[src/rtl/mac_cs_pkg.sv]
`timescale 1ns/1ps
package mac_cs_pkg;

   // Radix-4 digit selection: magnitude one, magnitude two, negative
   typedef struct packed {
      logic neg;
      logic x1;
      logic x2;
   } booth_sel_t;

   function automatic booth_sel_t booth_decode(input logic [2:0] trip);
      booth_sel_t r;
      r = '0;
      case (trip)
         3'b001, 3'b010: r.x1 = 1'b1;
         3'b011:         r.x2 = 1'b1;
         3'b100:         begin r.x2 = 1'b1; r.neg = 1'b1; end
         3'b101, 3'b110: begin r.x1 = 1'b1; r.neg = 1'b1; end
         default:        r = '0;
      endcase
      return r;
   endfunction

   // Folded sign constant: minus the sum of each row's top-bit weight
   function automatic logic [127:0] sign_fold(input int op_w, input int npp);
      logic [127:0] s;
      s = '0;
      for (int i = 0; i < npp; i++)
         s = s + (128'd1 << (2 * i + op_w + 1));
      return ~s + 128'd1;
   endfunction

endpackage

[src/rtl/mac_booth_rows.sv]
`timescale 1ns/1ps
module mac_booth_rows
   import mac_cs_pkg::*;
#(
   parameter int OP_W  = 16,
   parameter int ACC_W = 40,
   localparam int NPP  = OP_W / 2,
   localparam int PP_W = OP_W + 2
) (
   input  logic                       clk,
   input  logic                       rst_n,
   input  logic                       in_valid,
   input  logic                       clear,
   input  logic [OP_W-1:0]            op_a,
   input  logic [OP_W-1:0]            op_b,
   output logic                       vld_q,
   output logic                       clr_q,
   output logic [NPP-1:0][ACC_W-1:0]  rows_q,
   output logic [ACC_W-1:0]           corr_q
);

   logic [PP_W-1:0]            a_ext;
   logic [OP_W:0]              b_ext;
   logic [NPP-1:0][ACC_W-1:0]  rows_d;
   logic [ACC_W-1:0]           corr_d;

   assign a_ext = {{2{op_a[OP_W-1]}}, op_a};
   assign b_ext = {op_b, 1'b0};

   always_comb begin
      booth_sel_t      sel;
      logic [PP_W-1:0] mag;
      logic [PP_W-1:0] pp;
      rows_d = '0;
      corr_d = '0;
      for (int i = 0; i < NPP; i++) begin
         sel = booth_decode(b_ext[2*i +: 3]);
         if (sel.x1)      mag = a_ext;
         else if (sel.x2) mag = {a_ext[PP_W-2:0], 1'b0};
         else             mag = '0;
         pp = sel.neg ? ~mag : mag;
         // top bit flipped; the removed weight lives in the sign constant
         rows_d[i] = ACC_W'({~pp[PP_W-1], pp[PP_W-2:0]}) << (2 * i);
         corr_d[2*i] = sel.neg;
      end
   end

   always_ff @(posedge clk) begin
      if (!rst_n) begin
         vld_q  <= 1'b0;
         clr_q  <= 1'b0;
         rows_q <= '0;
         corr_q <= '0;
      end else begin
         vld_q <= in_valid;
         clr_q <= in_valid & clear;
         if (in_valid) begin
            rows_q <= rows_d;
            corr_q <= corr_d;
         end
      end
   end

endmodule

[src/rtl/mac_csa_accum.sv]
`timescale 1ns/1ps
module mac_csa_accum
   import mac_cs_pkg::*;
#(
   parameter int OP_W    = 16,
   parameter int ACC_W   = 40,
   parameter int EARLY_W = 3,
   localparam int NPP    = OP_W / 2,
   localparam int NV     = NPP + 4
) (
   input  logic                       clk,
   input  logic                       rst_n,
   input  logic                       vld_i,
   input  logic                       clr_i,
   input  logic [NPP-1:0][ACC_W-1:0]  rows_i,
   input  logic [ACC_W-1:0]           corr_i,
   output logic                       vld_q,
   output logic [ACC_W-1:0]           sum_q,
   output logic [ACC_W-1:0]           carry_q,
   output logic                       cin_q
);

   localparam logic [ACC_W-1:0] SIGN_K = ACC_W'(sign_fold(OP_W, NPP));

   logic [ACC_W-1:0] fb_sum, fb_carry, corr_all;
   logic             fb_cin;
   logic [ACC_W-1:0] vin [NV];
   logic [ACC_W-1:0] red_s, red_c;
   logic [ACC_W-1:0] sum_d, carry_d;
   logic             cin_d;

   assign fb_sum   = clr_i ? '0 : sum_q;
   assign fb_carry = clr_i ? '0 : carry_q;
   assign fb_cin   = clr_i ? 1'b0 : cin_q;

   // correction row: Booth +1 bits at even positions, held low carry at EARLY_W
   generate
      if (EARLY_W > 0) begin : g_corr_cin
         assign corr_all = corr_i | (ACC_W'(fb_cin) << EARLY_W);
      end else begin : g_corr_plain
         logic unused_cin;
         assign unused_cin = fb_cin;
         assign corr_all   = corr_i;
      end
   endgenerate

   always_comb begin
      for (int i = 0; i < NPP; i++) vin[i] = rows_i[i];
      vin[NPP]   = corr_all;
      vin[NPP+1] = SIGN_K;
      vin[NPP+2] = fb_sum;
      vin[NPP+3] = fb_carry;
   end

   // 3:2 compressor chain over all inputs, accumulator included
   always_comb begin
      logic [ACC_W-1:0] t;
      red_s = vin[0];
      red_c = vin[1];
      for (int k = 2; k < NV; k++) begin
         t     = red_s ^ red_c ^ vin[k];
         red_c = ((red_s & red_c) | (red_s & vin[k]) | (red_c & vin[k])) << 1;
         red_s = t;
      end
   end

   generate
      if (EARLY_W > 0) begin : g_early
         logic [EARLY_W:0] lo;
         assign lo      = {1'b0, red_s[EARLY_W-1:0]} + {1'b0, red_c[EARLY_W-1:0]};
         assign sum_d   = {red_s[ACC_W-1:EARLY_W], lo[EARLY_W-1:0]};
         assign carry_d = {red_c[ACC_W-1:EARLY_W], {EARLY_W{1'b0}}};
         assign cin_d   = lo[EARLY_W];
      end else begin : g_late
         assign sum_d   = red_s;
         assign carry_d = red_c;
         assign cin_d   = 1'b0;
      end
   endgenerate

   always_ff @(posedge clk) begin
      if (!rst_n) begin
         vld_q   <= 1'b0;
         sum_q   <= '0;
         carry_q <= '0;
         cin_q   <= 1'b0;
      end else begin
         vld_q <= vld_i;
         if (vld_i) begin
            sum_q   <= sum_d;
            carry_q <= carry_d;
            cin_q   <= cin_d;
         end
      end
   end

endmodule

[src/rtl/mac_final_add.sv]
`timescale 1ns/1ps
module mac_final_add #(
   parameter int ACC_W   = 40,
   parameter int EARLY_W = 3
) (
   input  logic             clk,
   input  logic             rst_n,
   input  logic             vld_i,
   input  logic [ACC_W-1:0] sum_i,
   input  logic [ACC_W-1:0] carry_i,
   input  logic             cin_i,
   output logic             vld_q,
   output logic [ACC_W-1:0] res_q
);

   logic [ACC_W-1:0] res_d;

   generate
      if (EARLY_W > 0) begin : g_narrow
         localparam int HI_W = ACC_W - EARLY_W;
         logic [HI_W-1:0] hi;
         logic [EARLY_W-1:0] unused_clo;
         assign unused_clo = carry_i[EARLY_W-1:0];
         assign hi    = sum_i[ACC_W-1:EARLY_W] + carry_i[ACC_W-1:EARLY_W] + HI_W'(cin_i);
         assign res_d = {hi, sum_i[EARLY_W-1:0]};
      end else begin : g_full
         logic unused_cin;
         assign unused_cin = cin_i;
         assign res_d = sum_i + carry_i;
      end
   endgenerate

   always_ff @(posedge clk) begin
      if (!rst_n) begin
         vld_q <= 1'b0;
         res_q <= '0;
      end else begin
         vld_q <= vld_i;
         if (vld_i) res_q <= res_d;
      end
   end

endmodule

[src/rtl/mac_cs_booth.sv]
`timescale 1ns/1ps
module mac_cs_booth #(
   parameter int OP_W    = 16,
   parameter int ACC_W   = 40,
   parameter int EARLY_W = 3
) (
   input  logic             clk,
   input  logic             rst_n,
   input  logic             in_valid,
   input  logic             clear,
   input  logic [OP_W-1:0]  op_a,
   input  logic [OP_W-1:0]  op_b,
   output logic             out_valid,
   output logic [ACC_W-1:0] acc_out
);

   localparam int NPP = OP_W / 2;

   generate
      if (OP_W < 4 || (OP_W % 2) != 0) begin : g_bad_op
         $error("OP_W must be even and at least 4");
      end
      if (ACC_W < 2 * OP_W) begin : g_bad_acc
         $error("ACC_W must hold a full product");
      end
      if (EARLY_W < 0 || EARLY_W >= ACC_W) begin : g_bad_early
         $error("EARLY_W out of range");
      end
      if (EARLY_W > 0 && (EARLY_W % 2) == 0 && EARLY_W < 2 * NPP) begin : g_bad_slot
         $error("EARLY_W collides with a Booth correction bit");
      end
   endgenerate

   logic                      s1_vld, s1_clr;
   logic [NPP-1:0][ACC_W-1:0] s1_rows;
   logic [ACC_W-1:0]          s1_corr;
   logic                      acc_vld;
   logic [ACC_W-1:0]          acc_sum, acc_carry;
   logic                      acc_cin;

   mac_booth_rows #(.OP_W(OP_W), .ACC_W(ACC_W)) u_rows (
      .clk(clk), .rst_n(rst_n), .in_valid(in_valid), .clear(clear),
      .op_a(op_a), .op_b(op_b),
      .vld_q(s1_vld), .clr_q(s1_clr), .rows_q(s1_rows), .corr_q(s1_corr)
   );

   mac_csa_accum #(.OP_W(OP_W), .ACC_W(ACC_W), .EARLY_W(EARLY_W)) u_acc (
      .clk(clk), .rst_n(rst_n), .vld_i(s1_vld), .clr_i(s1_clr),
      .rows_i(s1_rows), .corr_i(s1_corr),
      .vld_q(acc_vld), .sum_q(acc_sum), .carry_q(acc_carry), .cin_q(acc_cin)
   );

   mac_final_add #(.ACC_W(ACC_W), .EARLY_W(EARLY_W)) u_fin (
      .clk(clk), .rst_n(rst_n), .vld_i(acc_vld),
      .sum_i(acc_sum), .carry_i(acc_carry), .cin_i(acc_cin),
      .vld_q(out_valid), .res_q(acc_out)
   );

endmodule

[config.mk]
export PLATFORM = sky130hd
export DESIGN_NAME = mac_cs_booth
export DESIGN_NICKNAME = d
export VERILOG_FILES = /design/src/rtl/mac_cs_pkg.sv /design/src/rtl/mac_booth_rows.sv /design/src/rtl/mac_csa_accum.sv /design/src/rtl/mac_final_add.sv /design/src/rtl/mac_cs_booth.sv
export SDC_FILE = /design/constraint.sdc
export NUM_CORES = 1
export LEC_CHECK = 0
export BUFFER_PORTS_ARGS = -buffer_cell sky130_fd_sc_hd__buf_2
export CAP_MARGIN = 30
export CORE_MARGIN = 8
export CORE_UTILIZATION = 45
export DETAILED_ROUTE_END_ITERATION = 16
export PLACE_DENSITY = 0.63
export SLEW_MARGIN = 20
export SYNTH_ARGS = -nofsm -noshare
export SYNTH_HDL_FRONTEND = slang
export SYNTH_SLANG_ARGS = --single-unit
[constraint.sdc]
create_clock -name clk -period 6.3 [get_ports clk]
set_input_delay 1.26 -clock clk [delete_from_list [all_inputs] [get_ports clk]]
set_output_delay 1.26 -clock clk [all_outputs]
set_load 0.1 [all_outputs]
==> results of run 1 <==
[cell type report]
class / count / area [sq um]
tap: 600 / 751
clock buffer: 49 / 1040
inverter: 151 / 567
clock inverter: 12 / 154
fill: 4283 / 22700
timing repair buffer: 99 / 612
multi-input combinational: 1585 / 13700
sequential: 274 / 5490
[layer usage]
| layer | part of all wire, % | vias to the layer above | track usage [%] | routed length [um] |
|---|---|---|---|---|
| met4 | 2.3 | 0 | 5.20 | 1190 |
| met5 | 0 | - | 0 | 0 |
| met1 | 45 | 7671 | 25.4 | 22800 |
| li1 | - | 7439 | - | - |
| met3 | 5.2 | 82 | 3.21 | 2650 |
| met2 | 48 | 405 | 31.7 | 24300 |
[sequential cells by signal, summed over array words and instances (netlist names)]
signal and cells:
u_fin.res_q 40, u_rows.clr_q 1, u_acc.cin_q 1, u_rows.corr_q 8, u_fin.vld_q 1, u_rows.vld_q 1
u_acc.sum_q 40, u_acc.vld_q 1, u_acc.carry_q 37, u_rows.rows_q 144
[cells in the mapped netlist (4+ instances only)]
cell type,instances
nand4_1,14
o211ai_1,87
ha_1,134
o21bai_1,6
a31oi_1,7
nor2_1,125
buf_2,9
inv_1,148
a21o_1,16
and2_1,12
a22oi_1,15
nand2b_1,23
a21oi_1,147
xor2_1,39
o211a_1,120
o2111ai_1,9
mux2i_1,99
a211o_1,4
buf_1,36
o311ai_0,15
xnor2_1,119
o21ai_1,8
nor3_1,7
nand3_1,15
o21a_1,6
fa_1,158
a21boi_0,9
clkbuf_1,136
nand2_1,98
nand3b_1,17
dfxtp_1,274
nor2b_1,167
o21ai_0,57
nand4b_1,7
[critical path: stages, from the launching register on]
cell     delay (ns)
dfxtp_1        0.32
fa_1           0.55
fa_1           0.43
fa_1           0.47
fa_1           0.49
inv_1          0.05
fa_1           0.45
fa_1           0.50
inv_1          0.05
fa_1           0.43
ha_1           0.28
inv_1          0.05
fa_1           0.47
inv_1          0.05
fa_1           0.43
mux2i_1        0.14
nor2b_1        0.06
[stage by stage]
| stage | cell area [sq um] | setup slack, ns | hold slack (ns) | util [%] | total power, uW |
|---|---|---|---|---|---|
| after floorplan | 20500 | 1.13 | 0.448 | - | 4480 |
| after global placement | 21000 | 0.973 | 0.436 | 46.7 | 5170 |
| after detailed placement | 21100 | 0.983 | 0.437 | 46.9 | 5280 |
| after CTS | 22300 | 0.983 | 0.451 | 49.5 | 7420 |
| after global routing | 22300 | 0.838 | 0.472 | 49.6 | 7970 |
| final | 22300 | 0.991 | 0.451 | 49.6 | 7300 |
[power breakdown]
group          leakage [uW]  switching [uW]  internal [uW]  total (uW)
clock network      0.000595             824           1280        2100
logic               0.00742            1780           1370        3150
registers           0.00225             140           1910        2050
[kinds of logic after synthesis]
group                    Yosys count  synth area share, %
AO/OA/AOI/OAI                    536                 19.0
XOR/XNOR                         158                 6.77
adder cells (fa/ha/maj)          292                 23.7
buffers and inverters            332                 6.15
flip-flops                       274                 26.8
multiplexers                     101                 4.96
AND/OR/NAND/NOR                  498                 12.6
[worst paths after layout]
| path | start | end | slack, ns | cells after the start |
|---|---|---|---|---|
| worst min register to register | u_fin.res_q[29] | u_fin.res_q[29] | 0.45 | 2 |
| worst min-delay path | u_fin.res_q[29] | u_fin.res_q[29] | 0.45 | 2 |
| worst max register to register | u_rows.rows_q[14] | u_acc.sum_q[14] | 0.99 | 16 |
| worst max-delay path | u_rows.rows_q[14] | u_acc.sum_q[14] | 0.99 | 16 |
==> impl_metrics.env, run 1 <==
export IMPL_path_max_fanout=2
export IMPL_finalSetupViolCount=0
export IMPL_firstDrtPassIters=6
export IMPL_ant_nets=0
export IMPL_syn_to_final_growth_pct=9.25
export IMPL_clkTransAtPathRegs_ns=0.06
export IMPL_final_cell_mix="dfxtp_1, nor2b_1, fa_1"
export IMPL_hold_viol=0
export IMPL_core_area_sq_um=45100
export IMPL_numPortBuffers=76
export IMPL_vias=15600
export IMPL_final_common_cell="dfxtp_1"
export IMPL_nets=2474
export IMPL_synthFlopType="dfxtp_1"
export IMPL_rsz0062_at_grt="false"
export IMPL_vias_per_cell=5.63
export IMPL_gp_congestion=0.843
export IMPL_grt_pass1_vias=15400
export IMPL_antenna_cells=0
export IMPL_tritoncts="yes"
export IMPL_max_cap_violations=0
export IMPL_ys_warn_count=0
export IMPL_synthCells=2191
export IMPL_cp_end_kind="register"
export IMPL_synthArstFlopShare_pct=0
export IMPL_synth_seq_cells=274
export IMPL_ios=77
export IMPL_final_layout_size_suffix_gt1_share_pct=7.88
export IMPL_htree_levels=2
export IMPL_crit_type="register to register"
export IMPL_dieArea_sq_um=52500
export IMPL_post_cts_setup_buffer_count=0
export IMPL_cts_hold_buffers=0
export IMPL_synth_cell_types=65
export IMPL_synth_top_area_share_pct=26.8
export IMPL_yosysSeqAreaShare_pct=26.8
export IMPL_avgSynthCellArea_sq_um=9.33
export IMPL_startpoint_type="register"
export IMPL_cts_sink_count=274
export IMPL_start_util_pct=45.4
export IMPL_tns_ns=0
export IMPL_cts_buffer_depth=3
export IMPL_die_h_um=229
export IMPL_fin_cells=2770
export IMPL_clock_fmax_mhz=188
export IMPL_wire_per_inst_um=18.4
export IMPL_dp_hpwl_um=36000
export IMPL_drcViolationCount=0
export IMPL_grt_start_max_net_pins=185
export IMPL_rows=78
export IMPL_crit_required_ns=6.75
export IMPL_die_w_um=229
export IMPL_tightest_slew_ns=1.04
export IMPL_grt_pass1_wl_um=83000
export IMPL_p_leak_uw=0.0103
export IMPL_synth_nets=2519
export IMPL_track_usage_pct=19.1
export IMPL_grt_overflow=0
export IMPL_clockRootBuffer="clkbuf_16"
export IMPL_outcome="completed"
export IMPL_yosys_top_cells_area="dfxtp_1, fa_1, ha_1"
export IMPL_ir_drop_mv=0.231
export IMPL_routed_wl_um=50900
export IMPL_post_route_period_util_pct=84.3
export IMPL_fin_skew_ns=0.0192
export IMPL_numPlacedInstances=2707
export IMPL_synth_edf_count=0
export IMPL_worstSkewPairLatency_ns=0.55
export IMPL_power_density_nw_per_um2=327
export IMPL_hp_class="register to register"
export IMPL_numCtsBuffers=35
export IMPL_slew_headroom_pct=30.2
export IMPL_synth_area_leader_cell="dfxtp_1"
export IMPL_slew_violations=0
export IMPL_syn_cell_area_sq_um=20500
export IMPL_ctsResizeCount=0
export IMPL_drt_initial_drc_count=1135
export IMPL_fin_crit_ns=5.31
export IMPL_antenna_found_initial=0
export IMPL_arrival_ns=5.76
Note: power is estimated with default switching activity, not from simulation.
==> inputs of run 2 (changes only) <==
Clock period 6.3 ns to 5.22 ns, I/O delays scaled along.
==> run 2 against run 1 <==
  * The run now ends with negative setup slack left
  * Total power increased by 19%
  * Largest cell class unchanged
  * Wire length about the same
  * Fmax fell by 0.31%
  * First-iteration DRC count grew 1.4%
  * Register-to-register slack worse by 1.1 ns
==> impl_metrics.env, run 2 (synthesis gave the netlist of run 1 again) <==
export IMPL_path_max_fanout=2
export IMPL_start_util_pct=45.4
export IMPL_drcViolationCount=0
export IMPL_die_h_um=229
export IMPL_core_area_sq_um=45100
export IMPL_htree_levels=2
export IMPL_arrival_ns=5.80
export IMPL_seqPwrFrac_pct=28.5
export IMPL_worstHoldStart="u_fin.res_q[30]"
export IMPL_fin_crit_ns=5.33
export IMPL_p_leak_uw=0.0102
export IMPL_numCtsBuffers=35
export IMPL_clkTransAtPathRegs_ns=0.06
export IMPL_power_density_nw_per_um2=390
export IMPL_grt_start_max_net_pins=252
export IMPL_cts_sink_count=274
export IMPL_ant_nets=0
export IMPL_violations="negative setup slack"
export IMPL_max_cap_violations=0
export IMPL_cts_buffer_depth=3
export IMPL_whs_path_depth=2
export IMPL_vias=15400
export IMPL_reg_top3="u_rows.rows_q x144, u_acc.sum_q x40, u_fin.res_q x40"
export IMPL_min_to="u_fin.res_q[30]"
export IMPL_drt_initial_drc_count=1151
export IMPL_cp_end_kind="register"
export IMPL_ctsResizeCount=2
export IMPL_post_cts_setup_buffer_count=0
export IMPL_worst_slack_ns=-0.106
export IMPL_tightest_slew_ns=1.14
export IMPL_grt_pass1_wl_um=82700
export IMPL_die_w_um=229
export IMPL_outcome="finished, violations left"
export IMPL_hp_class="register to register"
export IMPL_rr_worst_depth=16
export IMPL_track_usage_pct=19.0
export IMPL_p_switching_uw=3280
export IMPL_wire_per_inst_um=18.4
export IMPL_clock_fmax_mhz=188
export IMPL_final_common_cell="dfxtp_1"
export IMPL_cts_hold_buffers=0
export IMPL_routed_wl_um=50900
export IMPL_antenna_found_initial=0
export IMPL_p_int_uw=5410
export IMPL_numPortBuffers=76
export IMPL_dieArea_sq_um=52500
export IMPL_hold_viol=0
export IMPL_firstDrtPassIters=6
export IMPL_nets=2475
export IMPL_regMostFlops="u_rows.rows_q"
export IMPL_crit_type="register to register"
export IMPL_post_route_period_util_pct=102
export IMPL_antenna_cells=0
export IMPL_worstSkewPairLatency_ns=0.55
export IMPL_fin_skew_ns=0.0222
export IMPL_timing_rr_end="u_acc.sum_q[14]"
export IMPL_finalSetupViolCount=3
export IMPL_slew_violations=0
export IMPL_final_layout_size_suffix_gt1_share_pct=8.07
export IMPL_clockRootBuffer="clkbuf_16"
export IMPL_ios=77
export IMPL_largest_reg_flops=144
export IMPL_startpoint_type="register"
export IMPL_tritoncts="yes"
export IMPL_whs_ns=0.443
export IMPL_ir_drop_mv=0.318
export IMPL_syn_to_final_growth_pct=9.01
export IMPL_rows=78
export IMPL_power_total_uw=8690
export IMPL_grt_pass1_vias=15400
export IMPL_fin_cells=2769
export IMPL_rsz0062_at_grt="true"
export IMPL_vias_per_cell=5.58
export IMPL_crit_required_ns=5.69
export IMPL_grt_overflow=0
export IMPL_combPwrFrac_pct=44.1
export IMPL_r2r_start="u_rows.rows_q[14]"
export IMPL_pwr_share_clk_pct=27.4
export IMPL_rrSetupSlack_ns=-0.11
export IMPL_dp_hpwl_um=35500
export IMPL_gp_congestion=0.841
export IMPL_final_cell_mix="dfxtp_1, nor2b_1, fa_1"
export IMPL_slew_headroom_pct=24.0
export IMPL_p_sw_share_pct=37.8
export IMPL_numPlacedInstances=2707
## run 2: cell count changes in the layout (fill, tap and decap cells not counted), moves of 2 or more
cell,before,now
clkinv_2,6,2
clkbuf_8,10,12
clkbuf_1,4,9
fa_1,158,155
fa_2,0,3
inv_1,148,145
inv_2,1,4
bufinv_16,3,1
dfxtp_2,1,4
dfxtp_1,272,269
## run 2: layout make-up
type,count,area [sq um]
Clock buffer,55,1060
Clock inverter,4,48.8
Fill cell,4241,22800
Inverter,151,567
Multi-Input combinational cell,1585,13700
Sequential cell,274,5490
Tap cell,600,751
Timing Repair Buffer,100,632
## run 2: worst max-delay path, cell delays in order, from the launching register on
cell and delay (ns):
dfxtp_2 0.33, fa_1 0.55, fa_1 0.43, fa_1 0.46, fa_1 0.49, inv_1 0.05
fa_1 0.45, fa_1 0.50, inv_1 0.05, fa_1 0.43, ha_1 0.28, inv_1 0.04
fa_1 0.48, inv_1 0.05, fa_1 0.48, mux2i_1 0.06, nor2b_1 0.13
## run 2: through the flow
stage / worst slack, ns / TNS (ns) / cell area, sq um / utilization (%)
after floorplan: 0.0529 / 0 / 20500 / -
after detailed placement: -0.113 / -0.188 / 21100 / 46.9
after global placement: -0.112 / -0.140 / 21100 / 46.7
final: -0.106 / -0.155 / 22300 / 49.4
after CTS: -0.136 / -0.244 / 22200 / 49.3
after global routing: -0.238 / -0.991 / 22300 / 49.4
## run 2: power by group through the flow
stage	logic (uW)	registers, uW	clock network, uW
after floorplan	2850	2570	0
after global placement	3740	2510	0
after detailed placement	3860	2520	0
after CTS	3900	2480	2440
after global routing	4460	2500	2520
final	3840	2480	2380
## run 2: worst max path at each step
stage                       from              end  slack, ns  depth (start not counted)
2_1_floorplan  u_rows.rows_q[14]  u_acc.sum_q[14]       0.05                         16
3_3_place_gp   u_rows.rows_q[14]  u_acc.sum_q[14]      -0.11                         16
3_5_place_dp   u_rows.rows_q[14]  u_acc.sum_q[14]      -0.11                         16
4_1_cts        u_rows.rows_q[14]  u_acc.sum_q[14]      -0.14                         16
5_1_grt        u_rows.rows_q[14]  u_acc.sum_q[14]      -0.24                         16
6_report       u_rows.rows_q[14]  u_acc.sum_q[14]      -0.11                         16
## run 2: routing by layer
metal	up-vias	track usage, %	part of all wire, %
met1	7580	25.6	46
met2	358	31.4	48
met5	-	0	0
met3	68	3.00	4.7
met4	0	4.92	2.0
li1	7442	-	-
==> inputs of run 3 (changes only) <==
Settings changed: CELL_PAD_IN_SITES_DETAIL_PLACEMENT set to 0, CELL_PAD_IN_SITES_GLOBAL_PLACEMENT set to 2, CORE_UTILIZATION 45 to 41, PLACE_DENSITY 0.63 to 0.84.
==> run 3 against run 2 <==
  * The run still ends with negative setup slack left
  * Worst hold slack got worse by 0.0029 ns
  * Non-clock buffer count increased by 1
  * Clock skew is 0.00088 ns higher
  * Clock-buffer cell count up 1
  * Combinational power rose by 2%
  * Setup slack improved by 0.025 ns
  * Fmax increased by 0.47%
  * First-iteration DRC count decreased by 8.0%
  * Final cell count is 2.9% higher
  * Sequential power barely moved
  * Critical path depth unchanged
  * Critical path type unchanged
==> impl_metrics.env, run 3 (synthesis gave the netlist of run 1 again) <==
export IMPL_rsz0062_at_grt="true"
export IMPL_core_area_sq_um=49700
export IMPL_largest_reg_flops=144
export IMPL_ant_nets=0
export IMPL_die_w_um=239
export IMPL_grt_overflow=0
export IMPL_numCtsBuffers=36
export IMPL_cp_end_kind="register"
export IMPL_vias=15500
export IMPL_whs_ns=0.440
export IMPL_routed_wl_um=53100
export IMPL_antenna_found_initial=1
export IMPL_arrival_ns=5.75
export IMPL_vias_per_cell=5.43
export IMPL_numPlacedInstances=2780
export IMPL_fin_crit_ns=5.30
export IMPL_gp_congestion=0.838
export IMPL_hp_class="register to register"
export IMPL_p_int_uw=5490
export IMPL_crit_required_ns=5.67
export IMPL_drt_initial_drc_count=1059
export IMPL_final_cell_mix="dfxtp_1, nor2b_1, fa_1"
export IMPL_combPwrFrac_pct=44.4
export IMPL_start_util_pct=41.2
export IMPL_max_cap_violations=0
export IMPL_topRoutingLayerUsed="met5"
export IMPL_grt_start_max_net_pins=197
export IMPL_pre_cts_slack_ns=-0.117
export IMPL_startpoint_type="register"
export IMPL_wl_met3_um=1960
export IMPL_clock_fmax_mhz=189
export IMPL_outcome="finished, violations left"
export IMPL_seqPwrFrac_pct=27.9
export IMPL_grt_pass1_vias=15300
export IMPL_syn_to_final_growth_pct=9.87
export IMPL_dp_hpwl_um=37300
export IMPL_ir_drop_mv=0.248
export IMPL_finalSetupViolCount=3
export IMPL_power_density_nw_per_um2=394
export IMPL_final_common_cell="dfxtp_1"
export IMPL_track_usage_pct=18.6
export IMPL_wl_met1_um=25400
export IMPL_p_switching_uw=3370
export IMPL_tightest_slew_ns=0.989
export IMPL_hold_viol=0
export IMPL_p_leak_uw=0.0102
export IMPL_cts_buffer_depth=3
export IMPL_drcViolationCount=0
export IMPL_cts_sink_count=274
export IMPL_nets=2477
export IMPL_final_layout_size_suffix_gt1_share_pct=8.87
export IMPL_numPortBuffers=76
export IMPL_clkTransAtPathRegs_ns=0.06
export IMPL_fin_skew_ns=0.0231
export IMPL_slew_headroom_pct=33.8
export IMPL_firstDrtPassIters=5
export IMPL_post_route_period_util_pct=102
export IMPL_clockRootBuffer="clkbuf_16"
export IMPL_worst_slack_ns=-0.0809
export IMPL_tritoncts="yes"
export IMPL_path_max_fanout=2
export IMPL_wire_per_inst_um=18.7
export IMPL_dieArea_sq_um=57300
export IMPL_die_h_um=239
export IMPL_crit_type="register to register"
export IMPL_met2_length_um=24800
export IMPL_cts_hold_buffers=0
export IMPL_antenna_cells=0
export IMPL_reg_top3="u_rows.rows_q x144, u_acc.sum_q x40, u_fin.res_q x40"
export IMPL_pwr_share_clk_pct=27.7
export IMPL_regMostFlops="u_rows.rows_q"
export IMPL_ios=77
export IMPL_worstSkewPairLatency_ns=0.55
export IMPL_slew_violations=0
export IMPL_fin_util_pct=45.3
export IMPL_htree_levels=2
export IMPL_violations="negative setup slack"
export IMPL_fin_cells=2848
export IMPL_p_sw_share_pct=38.0
export IMPL_grt_pass1_wl_um=86300
export IMPL_rows=82
[run 3: final timing paths]
| check | from | end | slack [ns] | depth (start not counted) |
|---|---|---|---|---|
| hold reg to reg | u_fin.res_q[36] | u_fin.res_q[36] | 0.44 | 2 |
| hold / removal | u_fin.res_q[36] | u_fin.res_q[36] | 0.44 | 2 |
| setup reg to reg | u_rows.rows_q[14] | u_acc.sum_q[14] | -0.08 | 16 |
| setup / recovery | u_rows.rows_q[14] | u_acc.sum_q[14] | -0.08 | 16 |
[run 3: power by group through the flow]
stage / logic (uW) / clock network (uW) / registers (uW)
6_report: 3930 / 2450 / 2470
5_1_grt: 4630 / 2610 / 2510
4_1_cts: 3940 / 2520 / 2480
3_5_place_dp: 3920 / 0 / 2520
3_3_place_gp: 3800 / 0 / 2510
2_1_floorplan: 2850 / 0 / 2570
[run 3: area by class of cell]
type                       instances  area [sq um]
fill                            4845         27200
timing repair buffer             101           617
inverter                         151           567
clock inverter                     9          52.6
sequential                       274          5500
tap                              672           841
clock buffer                      56          1110
multi-input combinational       1585         13800
[run 3: timing repair]
item                                    4_1_cts  5_1_grt
setup buffers                                 0        0
resized for setup                             2       18
pin swaps                                     0        1
endpoints found under the setup margin        3       13
[run 3: per-layer routing]
layer	track usage (%)	vias to the layer above
li1	-	7438
met1	26.0	7657
met2	29.8	301
met3	2.69	56
met4	4.88	2
met5	0	-
[run 3: through the flow]
stage | instance area [sq um] | setup TNS (ns) | total power (uW)
6_report | 22500 | -0.0961 | 8860
5_1_grt | 22500 | -0.879 | 9750
4_1_cts | 22400 | -0.147 | 8940
3_5_place_dp | 21200 | -0.204 | 6440
3_3_place_gp | 21200 | -0.164 | 6310
2_1_floorplan | 20500 | 0 | 5410
[run 3: worst max-delay path, cell delays in order, from the launching register on]
cell	delay [ns]
dfxtp_2	0.33
fa_1	0.56
fa_1	0.44
fa_1	0.46
fa_1	0.49
inv_1	0.05
fa_1	0.49
fa_1	0.41
inv_1	0.08
fa_2	0.45
ha_4	0.28
inv_2	0.03
fa_1	0.47
inv_1	0.05
fa_1	0.43
mux2i_1	0.14
nor2b_1	0.06
